File: config.mk
export PLATFORM = sky130hd
export DESIGN_NAME = usec_alarm_timer
export DESIGN_NICKNAME = d
export VERILOG_FILES = /design/src/rtl/usat_pkg.sv /design/src/rtl/usat_regif.sv /design/src/rtl/usat_ctrl_fsm.sv /design/src/rtl/usat_counter.sv /design/src/rtl/usat_irq_latch.sv /design/src/rtl/usec_alarm_timer.sv
export SDC_FILE = /design/constraint.sdc
export NUM_CORES = 1
export LEC_CHECK = 0
export CAP_MARGIN = 40
export CORE_MARGIN = 4
export CORE_UTILIZATION = 56
export CTS_CLUSTER_DIAMETER = 120
export CTS_CLUSTER_SIZE = 20
export DETAILED_ROUTE_END_ITERATION = 7
export PLACE_DENSITY = 0.93
export SLEW_MARGIN = 30
export SYNTH_ARGS = -nofsm -noshare
export SYNTH_HDL_FRONTEND = slang
export SYNTH_SLANG_ARGS = --single-unit
File: constraint.sdc
create_clock -name clk -period 4.5 [get_ports clk]
set_input_delay 0.675 -clock clk [delete_from_list [all_inputs] [get_ports clk]]
set_output_delay 0.675 -clock clk [all_outputs]
set_load 0.01 [all_outputs]
File: src/rtl/usat_pkg.sv
package usat_pkg;
    typedef enum logic [1:0] {
        ST_IDLE     = 2'd0,
        ST_ONESHOT  = 2'd1,
        ST_PERIODIC = 2'd2
    } usat_state_e;

    localparam int unsigned RUN_BIT   = 31;
    localparam int unsigned REP_BIT   = 30;
    localparam int unsigned CLR_BIT   = 30;
    localparam int unsigned PEND_BIT  = 30;
endpackage

File: src/rtl/usat_regif.sv
module usat_regif #(
    parameter int unsigned DATA_W   = 32,
    parameter int unsigned CNT_W    = 29,
    parameter int unsigned ADDR_W   = 4,
    parameter int unsigned CTRL_OFS = 0,
    parameter int unsigned STAT_OFS = 4
) (
    input  logic              clk,
    input  logic              rst_n,
    input  logic              reg_wr,
    input  logic [ADDR_W-1:0] reg_addr,
    input  logic [DATA_W-1:0] reg_wdata,
    input  logic              running,
    input  logic              pending,
    input  logic [CNT_W-1:0]  remaining,
    output logic              ctrl_wr,
    output logic              ctrl_run,
    output logic              ctrl_rep,
    output logic [CNT_W-1:0]  ctrl_cnt,
    output logic              stat_clr,
    output logic [CNT_W-1:0]  reload_cnt,
    output logic [DATA_W-1:0] reg_rdata
);
    import usat_pkg::*;

    localparam logic [ADDR_W-1:0] CTRL_A = ADDR_W'(CTRL_OFS);
    localparam logic [ADDR_W-1:0] STAT_A = ADDR_W'(STAT_OFS);

    logic             ctrl_hit;
    logic             stat_hit;
    logic             rep_q;
    logic [CNT_W-1:0] cnt_cfg_q;
    logic             unused_wbits;

    assign ctrl_hit = reg_wr && (reg_addr == CTRL_A);
    assign stat_hit = reg_wr && (reg_addr == STAT_A);

    assign ctrl_wr  = ctrl_hit;
    assign ctrl_run = reg_wdata[RUN_BIT];
    assign ctrl_rep = reg_wdata[REP_BIT];
    assign ctrl_cnt = reg_wdata[CNT_W-1:0];
    assign stat_clr = stat_hit && reg_wdata[CLR_BIT];

    assign unused_wbits = ^reg_wdata[REP_BIT-1:CNT_W];

    always_ff @(posedge clk) begin
        if (!rst_n) begin
            rep_q     <= 1'b0;
            cnt_cfg_q <= '0;
        end else if (ctrl_hit) begin
            rep_q     <= reg_wdata[REP_BIT];
            cnt_cfg_q <= reg_wdata[CNT_W-1:0];
        end
    end

    assign reload_cnt = cnt_cfg_q;

    always_comb begin
        reg_rdata = '0;
        if (reg_addr == CTRL_A) begin
            reg_rdata[RUN_BIT]   = running;
            reg_rdata[REP_BIT]   = rep_q;
            reg_rdata[CNT_W-1:0] = cnt_cfg_q;
        end else if (reg_addr == STAT_A) begin
            reg_rdata[PEND_BIT]  = pending;
            reg_rdata[CNT_W-1:0] = remaining;
        end
    end
endmodule

File: src/rtl/usat_ctrl_fsm.sv
module usat_ctrl_fsm (
    input  logic clk,
    input  logic rst_n,
    input  logic ctrl_wr,
    input  logic ctrl_run,
    input  logic ctrl_rep,
    input  logic tick,
    input  logic cnt_zero,
    output logic running,
    output logic rep_running,
    output logic dec,
    output logic expire,
    output logic reload
);
    import usat_pkg::*;

    usat_state_e state_q;
    usat_state_e state_d;
    usat_state_e arm_target;

    always_comb begin
        if (!ctrl_run) arm_target = ST_IDLE;
        else if (ctrl_rep) arm_target = ST_PERIODIC;
        else arm_target = ST_ONESHOT;
    end

    always_ff @(posedge clk) begin
        if (!rst_n) state_q <= ST_IDLE;
        else        state_q <= state_d;
    end

    always_comb begin
        state_d = state_q;
        unique case (state_q)
            ST_IDLE: begin
                if (ctrl_wr) state_d = arm_target;
            end
            ST_ONESHOT: begin
                if (ctrl_wr)                state_d = arm_target;
                else if (tick && cnt_zero)  state_d = ST_IDLE;
            end
            ST_PERIODIC: begin
                if (ctrl_wr) state_d = arm_target;
            end
            default: state_d = ST_IDLE;
        endcase
    end

    always_comb begin
        running     = 1'b0;
        rep_running = 1'b0;
        dec         = 1'b0;
        expire      = 1'b0;
        reload      = 1'b0;
        unique case (state_q)
            ST_IDLE: ;
            ST_ONESHOT: begin
                running = 1'b1;
                dec     = tick && !cnt_zero && !ctrl_wr;
                expire  = tick && cnt_zero && !ctrl_wr;
            end
            ST_PERIODIC: begin
                running     = 1'b1;
                rep_running = 1'b1;
                dec         = tick && !cnt_zero && !ctrl_wr;
                expire      = tick && cnt_zero && !ctrl_wr;
                reload      = expire;
            end
            default: ;
        endcase
    end
endmodule

File: src/rtl/usat_counter.sv
module usat_counter #(
    parameter int unsigned CNT_W = 29
) (
    input  logic             clk,
    input  logic             rst_n,
    input  logic             load,
    input  logic [CNT_W-1:0] load_val,
    input  logic             dec,
    input  logic             reload,
    input  logic [CNT_W-1:0] reload_val,
    output logic [CNT_W-1:0] cnt,
    output logic             cnt_zero
);
    logic [CNT_W-1:0] cnt_q;

    always_ff @(posedge clk) begin
        if (!rst_n)      cnt_q <= '0;
        else if (load)   cnt_q <= load_val;
        else if (dec)    cnt_q <= cnt_q - CNT_W'(1);
        else if (reload) cnt_q <= reload_val;
    end

    assign cnt      = cnt_q;
    assign cnt_zero = (cnt_q == '0);
endmodule

File: src/rtl/usat_irq_latch.sv
module usat_irq_latch (
    input  logic clk,
    input  logic rst_n,
    input  logic set,
    input  logic clr,
    output logic pending
);
    logic pend_q;

    always_ff @(posedge clk) begin
        if (!rst_n)   pend_q <= 1'b0;
        else if (set) pend_q <= 1'b1;
        else if (clr) pend_q <= 1'b0;
    end

    assign pending = pend_q;
endmodule

File: src/rtl/usec_alarm_timer.sv
module usec_alarm_timer #(
    parameter int unsigned DATA_W   = 32,
    parameter int unsigned CNT_W    = 29,
    parameter int unsigned ADDR_W   = 4,
    parameter int unsigned CTRL_OFS = 0,
    parameter int unsigned STAT_OFS = 4
) (
    input  logic              clk,
    input  logic              rst_n,
    input  logic              tick_us,
    input  logic              reg_wr,
    input  logic [ADDR_W-1:0] reg_addr,
    input  logic [DATA_W-1:0] reg_wdata,
    output logic [DATA_W-1:0] reg_rdata,
    output logic              irq
);
    logic             ctrl_wr_w;
    logic             ctrl_run_w;
    logic             ctrl_rep_w;
    logic [CNT_W-1:0] ctrl_cnt_w;
    logic             stat_clr_w;
    logic [CNT_W-1:0] reload_cnt_w;
    logic             run_w;
    logic             rep_run_w;
    logic             dec_w;
    logic             expire_w;
    logic             reload_w;
    logic [CNT_W-1:0] cnt_w;
    logic             zero_w;
    logic             pend_w;

    usat_regif #(
        .DATA_W(DATA_W), .CNT_W(CNT_W), .ADDR_W(ADDR_W),
        .CTRL_OFS(CTRL_OFS), .STAT_OFS(STAT_OFS)
    ) regif_i (
        .clk(clk), .rst_n(rst_n),
        .reg_wr(reg_wr), .reg_addr(reg_addr), .reg_wdata(reg_wdata),
        .running(run_w), .pending(pend_w), .remaining(cnt_w),
        .ctrl_wr(ctrl_wr_w), .ctrl_run(ctrl_run_w), .ctrl_rep(ctrl_rep_w),
        .ctrl_cnt(ctrl_cnt_w), .stat_clr(stat_clr_w),
        .reload_cnt(reload_cnt_w), .reg_rdata(reg_rdata)
    );

    usat_ctrl_fsm fsm_i (
        .clk(clk), .rst_n(rst_n),
        .ctrl_wr(ctrl_wr_w), .ctrl_run(ctrl_run_w), .ctrl_rep(ctrl_rep_w),
        .tick(tick_us), .cnt_zero(zero_w),
        .running(run_w), .rep_running(rep_run_w),
        .dec(dec_w), .expire(expire_w), .reload(reload_w)
    );

    usat_counter #(.CNT_W(CNT_W)) cnt_i (
        .clk(clk), .rst_n(rst_n),
        .load(ctrl_wr_w), .load_val(ctrl_cnt_w),
        .dec(dec_w), .reload(reload_w), .reload_val(reload_cnt_w),
        .cnt(cnt_w), .cnt_zero(zero_w)
    );

    usat_irq_latch irq_i (
        .clk(clk), .rst_n(rst_n),
        .set(expire_w), .clr(stat_clr_w), .pending(pend_w)
    );

    assign irq = pend_w;
endmodule

==> impl_metrics.yaml, run 1 <==
sta:
  fin_hold_ws_ps: 466
  worst_pin_slew_ps: 626
  fmax_mhz: 307
  slew_headroom_pct: 57.9
  period_share_pct: 72.3
  setup_viol: 0
  hold_viol_final: 0
  finalCriticalPeriod_ps: 3250
  worst_clock_skew_ps: 7.65
  setup_tns_ps: 0
  grt_setup_unrepaired: "no"
  drv_slew: 0
critical_path:
  cp_max_fo: 33
  path_cells: "clkdlybuf4s50_1 -> nor4_2 -> buf_4 -> a22o_1 -> clkdlybuf4s50_1"
  cp.arrival_ps: 2580
  cp_top_family: "buffers and inverters"
  crit_top_cell: "clkdlybuf4s50_1"
  path_class: "primary input to output port"
  critPathRequiredTime_ps: 3830
  cp-end-kind: "output port"
  crit_slowest_cell: "clkdlybuf4s50_1"
  cp-start-kind: "primary input"
  path_buf_inv: 3
  max_stage_delay_ps: 540
placed_design:
  globalplace.congestion: 0.908
  place.port_buffers: 70
  hpwlAfterDp_um: 7160
cells_and_area:
  final_util_pct: 71.3
  areaGrowthSynthToFinish_pct: 23.4
  diodes: 0
  drive_gt1_share_pct: 9.25
  nets: 560
clock_network:
  cts_hold_buffers: 0
  htree_levels: 3
  cts_tree: "built"
  path_clk_slew_ps: 60
  clockRootBuffer: "clkbuf_8"
  cts_resized: 0
  cts_buffers: 9
  numClockSinks: 62
  clk_latency_ps: 340
  cts_setup_buffers: 0
  clk_path_buf_depth: 2
synth:
  yosysSeqAreaShare_pct: 33.8
  syn_avg_cell_area_um2: 7.95
  syn_inst: 462
  synthArstFlopShare_pct: 0
  synth_cell_types: 65
  synthFlopType: "dfxtp_1"
  synth_edf_count: 0
  syn-cell-area_um2: 3670
  ys_warn_count: 0
  ys_seq_elements: 62
  synth_nets: 508
power:
  intPower_uw: 870
  p_per_area_nw_per_um2: 272
  swShare_pct: 29.3
  leakagePower_uw: 0.00162
  p_clk_share_pct: 34.6
  ir_drop_uv: 211
  combinationalPowerShare_pct: 18.9
  pwr-share-seq_pct: 46.5
  p_switching_uw: 361
global_routing:
  grt_usage_pct: 27.0
  grt-ovfl-total: 0
  grt_start_max_net_pins: 37
  grt_first_pass_wirelength_um: 16800
  antenna_found_initial: 0
  grt_pass1_vias: 3571
die:
  die_h_um: 89.0
  io_pins: 73
  die_x_um: 89.0
  dieArea_um2: 7910
  core_um2: 6350
  fp-row-count: 29
  initial_core_util_pct: 57.8
routing:
  firstDrtPassIters: 5
  drc: 0
  drt-initial-drc-count: 249
  ant_nets: 0
  totalWireLength_um: 10500
  avgViaCountPerCell: 6.42
  num_vias: 3828
  detail_route.wl_per_cell_um: 17.7
status:
  status: "completed"
run:
  max-cap-violations: 0
min_path:
  hp-class: "register to register"
[synth_stat cells, types with 6 or more instances]
library cell | count | share of area, %
a21oi_1 | 42 | 5.7
a22o_1 | 29 | 6.9
a311oi_1 | 6 | 1.4
clkbuf_1 | 23 | 2.4
dfxtp_1 | 62 | 34
ha_1 | 6 | 2.0
inv_1 | 10 | 1.0
nand2_1 | 82 | 8.4
nand3_1 | 14 | 1.9
nor2_1 | 28 | 2.9
nor3_1 | 12 | 1.6
nor4_1 | 8 | 1.4
o21ai_0 | 22 | 3.0
or3_1 | 6 | 1.0
xnor2_1 | 6 | 1.4
xor2_1 | 9 | 2.1
[worst register-to-register path: cells and delay by family, from the launching register on]
kind,cells,cell delay [ps]
AO/OA/AOI/OAI,3,1000
flip-flops,1,360
AND/OR/NAND/NOR,3,1450
[layout by cell type (no fill, tap or decap), drive strengths merged, types with 6 or more instances in the layout]
cell type | synthesis | layout
nand2 | 82 | 82
clkdlybuf4s50 | 0 | 70
dfxtp | 62 | 62
a21oi | 42 | 42
a22o | 30 | 30
nor2 | 29 | 29
o21ai | 27 | 27
nand3 | 15 | 15
nor3 | 12 | 12
clkbuf | 24 | 11
buf | 16 | 11
inv | 10 | 10
xor2 | 9 | 9
nor4 | 9 | 9
a311oi | 7 | 7
or3 | 6 | 6
xnor2 | 6 | 6
ha | 6 | 6
nand4 | 6 | 6
[area by class of cell]
| class | instances | area (um2) |
|---|---|---|
| clock buffers | 11 | 141 |
| clock inverters | 5 | 25.0 |
| fillers | 490 | 1820 |
| inverters | 10 | 37.5 |
| multi-input cells | 350 | 2200 |
| flip-flops and latches | 62 | 1240 |
| well taps | 77 | 96.3 |
| repair buffers | 81 | 791 |
[power groups by stage]
stage | combinational [uW] | sequential, uW | clock, uW
6_report | 233 | 572 | 426
5_1_grt | 253 | 574 | 453
4_1_cts | 229 | 572 | 430
3_5_place_dp | 227 | 584 | 0
3_3_place_gp | 219 | 583 | 0
2_1_floorplan | 159 | 579 | 0
[sequential cells by signal, indices dropped and copies added (netlist names)]
| name | flops |
|---|---|
| regif_i.reload_cnt | 29 |
| fsm_i.state_q | 2 |
| cnt_i.cnt | 29 |
| regif_i.rep_q | 1 |
| irq_i.pending | 1 |
[metal layers]
layer  vias to the layer above  GRT usage (%)  wire length [um]
met1                      1801           33.5              4350
met5                         -              0                 0
met3                        30           4.15               725
met2                       197           45.7              5170
li1                       1800              -                 -
met4                         0           12.9               282
[worst paths after layout]
check | slack (ps) | to | cells past startpoint | startpoint
worst max-delay path | 1250 | reg_rdata[13] | 5 | reg_addr[1]
worst min-delay path | 470 | regif_i.rep_q$_SDFFE_PN0P_ | 2 | regif_i.rep_q$_SDFFE_PN0P_
worst max register to register | 1600 | cnt_i.cnt[0]$_SDFFE_PN0P_ | 6 | cnt_i.cnt[17]$_SDFFE_PN0P_
worst min register to register | 470 | regif_i.rep_q$_SDFFE_PN0P_ | 2 | regif_i.rep_q$_SDFFE_PN0P_
[cell families after synthesis]
kind of cell             after synthesis  synth area share (%)
flip-flops                            62                  33.8
AO/OA/AOI/OAI                        151                  29.9
XOR/XNOR                              15                  3.58
adder cells (fa/ha/maj)                6                  2.04
buffers and inverters                 50                  6.65
AND/OR/NAND/NOR                      176                  23.6
other                                  1                 0.102
multiplexers                           1                 0.273
[per-stage QoR]
step	area, um2	setup WS [ps]	std cells	power (uW)
after floorplan	3670	2060	462	738
after global placement	4350	1190	579	803
after detailed placement	4360	1060	580	811
after CTS	4530	1250	596	1230
after global routing	4530	1170	596	1280
final	4530	1250	596	1230
Power figures use the tool's default switching activity.
==> run 2: changes to the inputs <==
--- a/config.mk
+++ b/config.mk
@@ -7,11 +7,11 @@
 export LEC_CHECK = 0
 export CAP_MARGIN = 40
 export CORE_MARGIN = 4
-export CORE_UTILIZATION = 56
+export CORE_UTILIZATION = 52
 export CTS_CLUSTER_DIAMETER = 120
 export CTS_CLUSTER_SIZE = 20
 export DETAILED_ROUTE_END_ITERATION = 7
-export PLACE_DENSITY = 0.93
+export PLACE_DENSITY = 0.87
 export SLEW_MARGIN = 30
 export SYNTH_ARGS = -nofsm -noshare
 export SYNTH_HDL_FRONTEND = slang
==> constraint.sdc (replaced) <==
create_clock -name clk -period 3 [get_ports clk]
set_input_delay 0.45 -clock clk [delete_from_list [all_inputs] [get_ports clk]]
set_output_delay 0.45 -clock clk [all_outputs]
set_load 0.01 [all_outputs]
==> impl_metrics.yaml, run 2 (synthesis gave the netlist of run 1 again) <==
status:
  status: "completed"
global_routing:
  grtUsageMet1_pct: 31.6
  grt-ovfl-total: 0
  antenna_found_initial: 0
  grt_util_met2_pct: 43.9
  grt_use_met3_pct: 5.66
  grt_pass1_vias: 3807
  grt_usage_pct: 26.0
  grt_start_max_net_pins: 49
  grt_first_pass_wirelength_um: 18000
  top_usage_layer: "met2"
clock_network:
  clockRootBuffer: "clkbuf_8"
  cts_buffers: 9
  cts_resized: 0
  htree_levels: 3
  numClockSinks: 62
  cts_tree: "built"
  cts_hold_buffers: 0
  clk_latency_ps: 340
  cts_setup_buffers: 0
  path_clk_slew_ps: 70
  clk_path_buf_depth: 2
sta:
  period_share_pct: 93.0
  fmax_mhz: 358
  grt_setup_unrepaired: "no"
  worst_clock_skew_ps: 7.33
  drv_slew: 0
  fin_hold_ws_ps: 462
  finalCriticalPeriod_ps: 2790
  hold_viol_final: 0
  worst_pin_slew_ps: 639
  slew_headroom_pct: 57.4
  setup_viol: 0
  setup_tns_ps: 0
placed_design:
  place_area_um2: 4430
  hpwlAfterDp_um: 7180
  place.port_buffers: 70
  globalplace.congestion: 0.886
  post-place-cells: 602
critical_path:
  cp_max_fo: 19
  cp.arrival_ps: 3040
  rr_startpoint: "cnt_i.cnt[17]$_SDFFE_PN0P_"
  cp-end-kind: "register"
  critPathRequiredTime_ps: 3250
  reg2reg_depth: 6
  worstReg2RegEnd: "cnt_i.cnt[11]$_SDFFE_PN0P_"
  path_class: "register to register"
  cp-start-kind: "register"
  cp-startpoint: "cnt_i.cnt[17]$_SDFFE_PN0P_"
  rrSetupSlack_ps: 210
cells_and_area:
  num-fill-cells: 588
  multi_input_area_um2: 2200
  layout_commonest_cell: "nand2_1"
  final_cell_mix: "82 x nand2_1, 70 x clkdlybuf4s50_1, 62 x dfxtp_1, 42 x a21oi_1, 29 x a22o_1"
  areaGrowthSynthToFinish_pct: 26.1
  nets: 563
  finish.instance_area_um2: 4630
  seq_area_um2: 1240
  fin_cells: 618
  drive_gt1_share_pct: 9.77
  diodes: 0
die:
  die_x_um: 92.0
  die_h_um: 92.0
  initial_core_util_pct: 53.7
  io_pins: 73
  core_um2: 6830
  fp-row-count: 30
  dieArea_um2: 8470
power:
  p_per_area_nw_per_um2: 422
  ir_drop_uv: 277
  p_total_uw: 1950
  leakagePower_uw: 0.00165
routing:
  ant_nets: 0
  totalWireLength_um: 10700
  num_vias: 3860
  detail_route.wl_per_cell_um: 17.3
  drt-initial-drc-count: 254
  drc: 0
  firstDrtPassIters: 5
  avgViaCountPerCell: 6.25
min_path:
  hold_depth: 2
  hold_end: "regif_i.rep_q$_SDFFE_PN0P_"
  hp-class: "register to register"
  hold_start: "regif_i.rep_q$_SDFFE_PN0P_"
run:
  max-cap-violations: 0
run 2: cell count changes in the layout (fill, tap and decap cells not counted):
cell and delta:
buf_12 +2, buf_4 +2, buf_8 -1, bufinv_16 +1, clkbuf_8 +1, clkinv_2 -2
run 2: layout make-up:
type                       instances  area share [%]
clock buffer                      12            3.35
clock inverter                     4           0.973
inverter                          10           0.811
multi-input combinational        350            47.5
sequential                        62            26.8
tap                               96            2.60
timing repair buffer              84            18.0
run 2: through the flow:
| stage | util [%] | setup slack [ps] |
|---|---|---|
| after global routing | 67.7 | 23.9 |
| after global placement | 64.8 | 272 |
| after CTS | 67.7 | 230 |
| after floorplan | - | 651 |
| after detailed placement | 64.8 | 260 |
| final | 67.7 | 210 |
run 2: worst max path at each step:
stage / slack [ps] / cells past startpoint / endpoint
floorplan: 650 / 9 / cnt_i.cnt[7]$_SDFFE_PN0P_
detailed placement: 260 / 5 / reg_rdata[27]
CTS: 230 / 5 / reg_rdata[26]
global route: 20 / 6 / cnt_i.cnt[11]$_SDFFE_PN0P_
finish: 210 / 6 / cnt_i.cnt[11]$_SDFFE_PN0P_
global placement: 270 / 5 / reg_rdata[13]
run 2: per-layer routing:
| metal | vias up | share of wire, % |
|---|---|---|
| met5 | - | 0 |
| met4 | 0 | 2.8 |
| met3 | 37 | 7.9 |
| met2 | 205 | 50 |
| met1 | 1812 | 39 |
| li1 | 1806 | - |
run 2: worst max-delay path, stage by stage, from the launching register on:
cell and delay (ps):
dfxtp_1 360, or3_1 490, nor4_4 480, a31oi_4 390, nor2_2 520, o21ai_0 210, a311oi_2 240
run 2: where the power goes:
part	switching, uW	internal [uW]	leakage (uW)
Sequential	19.6	838	0.000501
Combinational	193	155	0.00105
Clock	322	425	0.000106
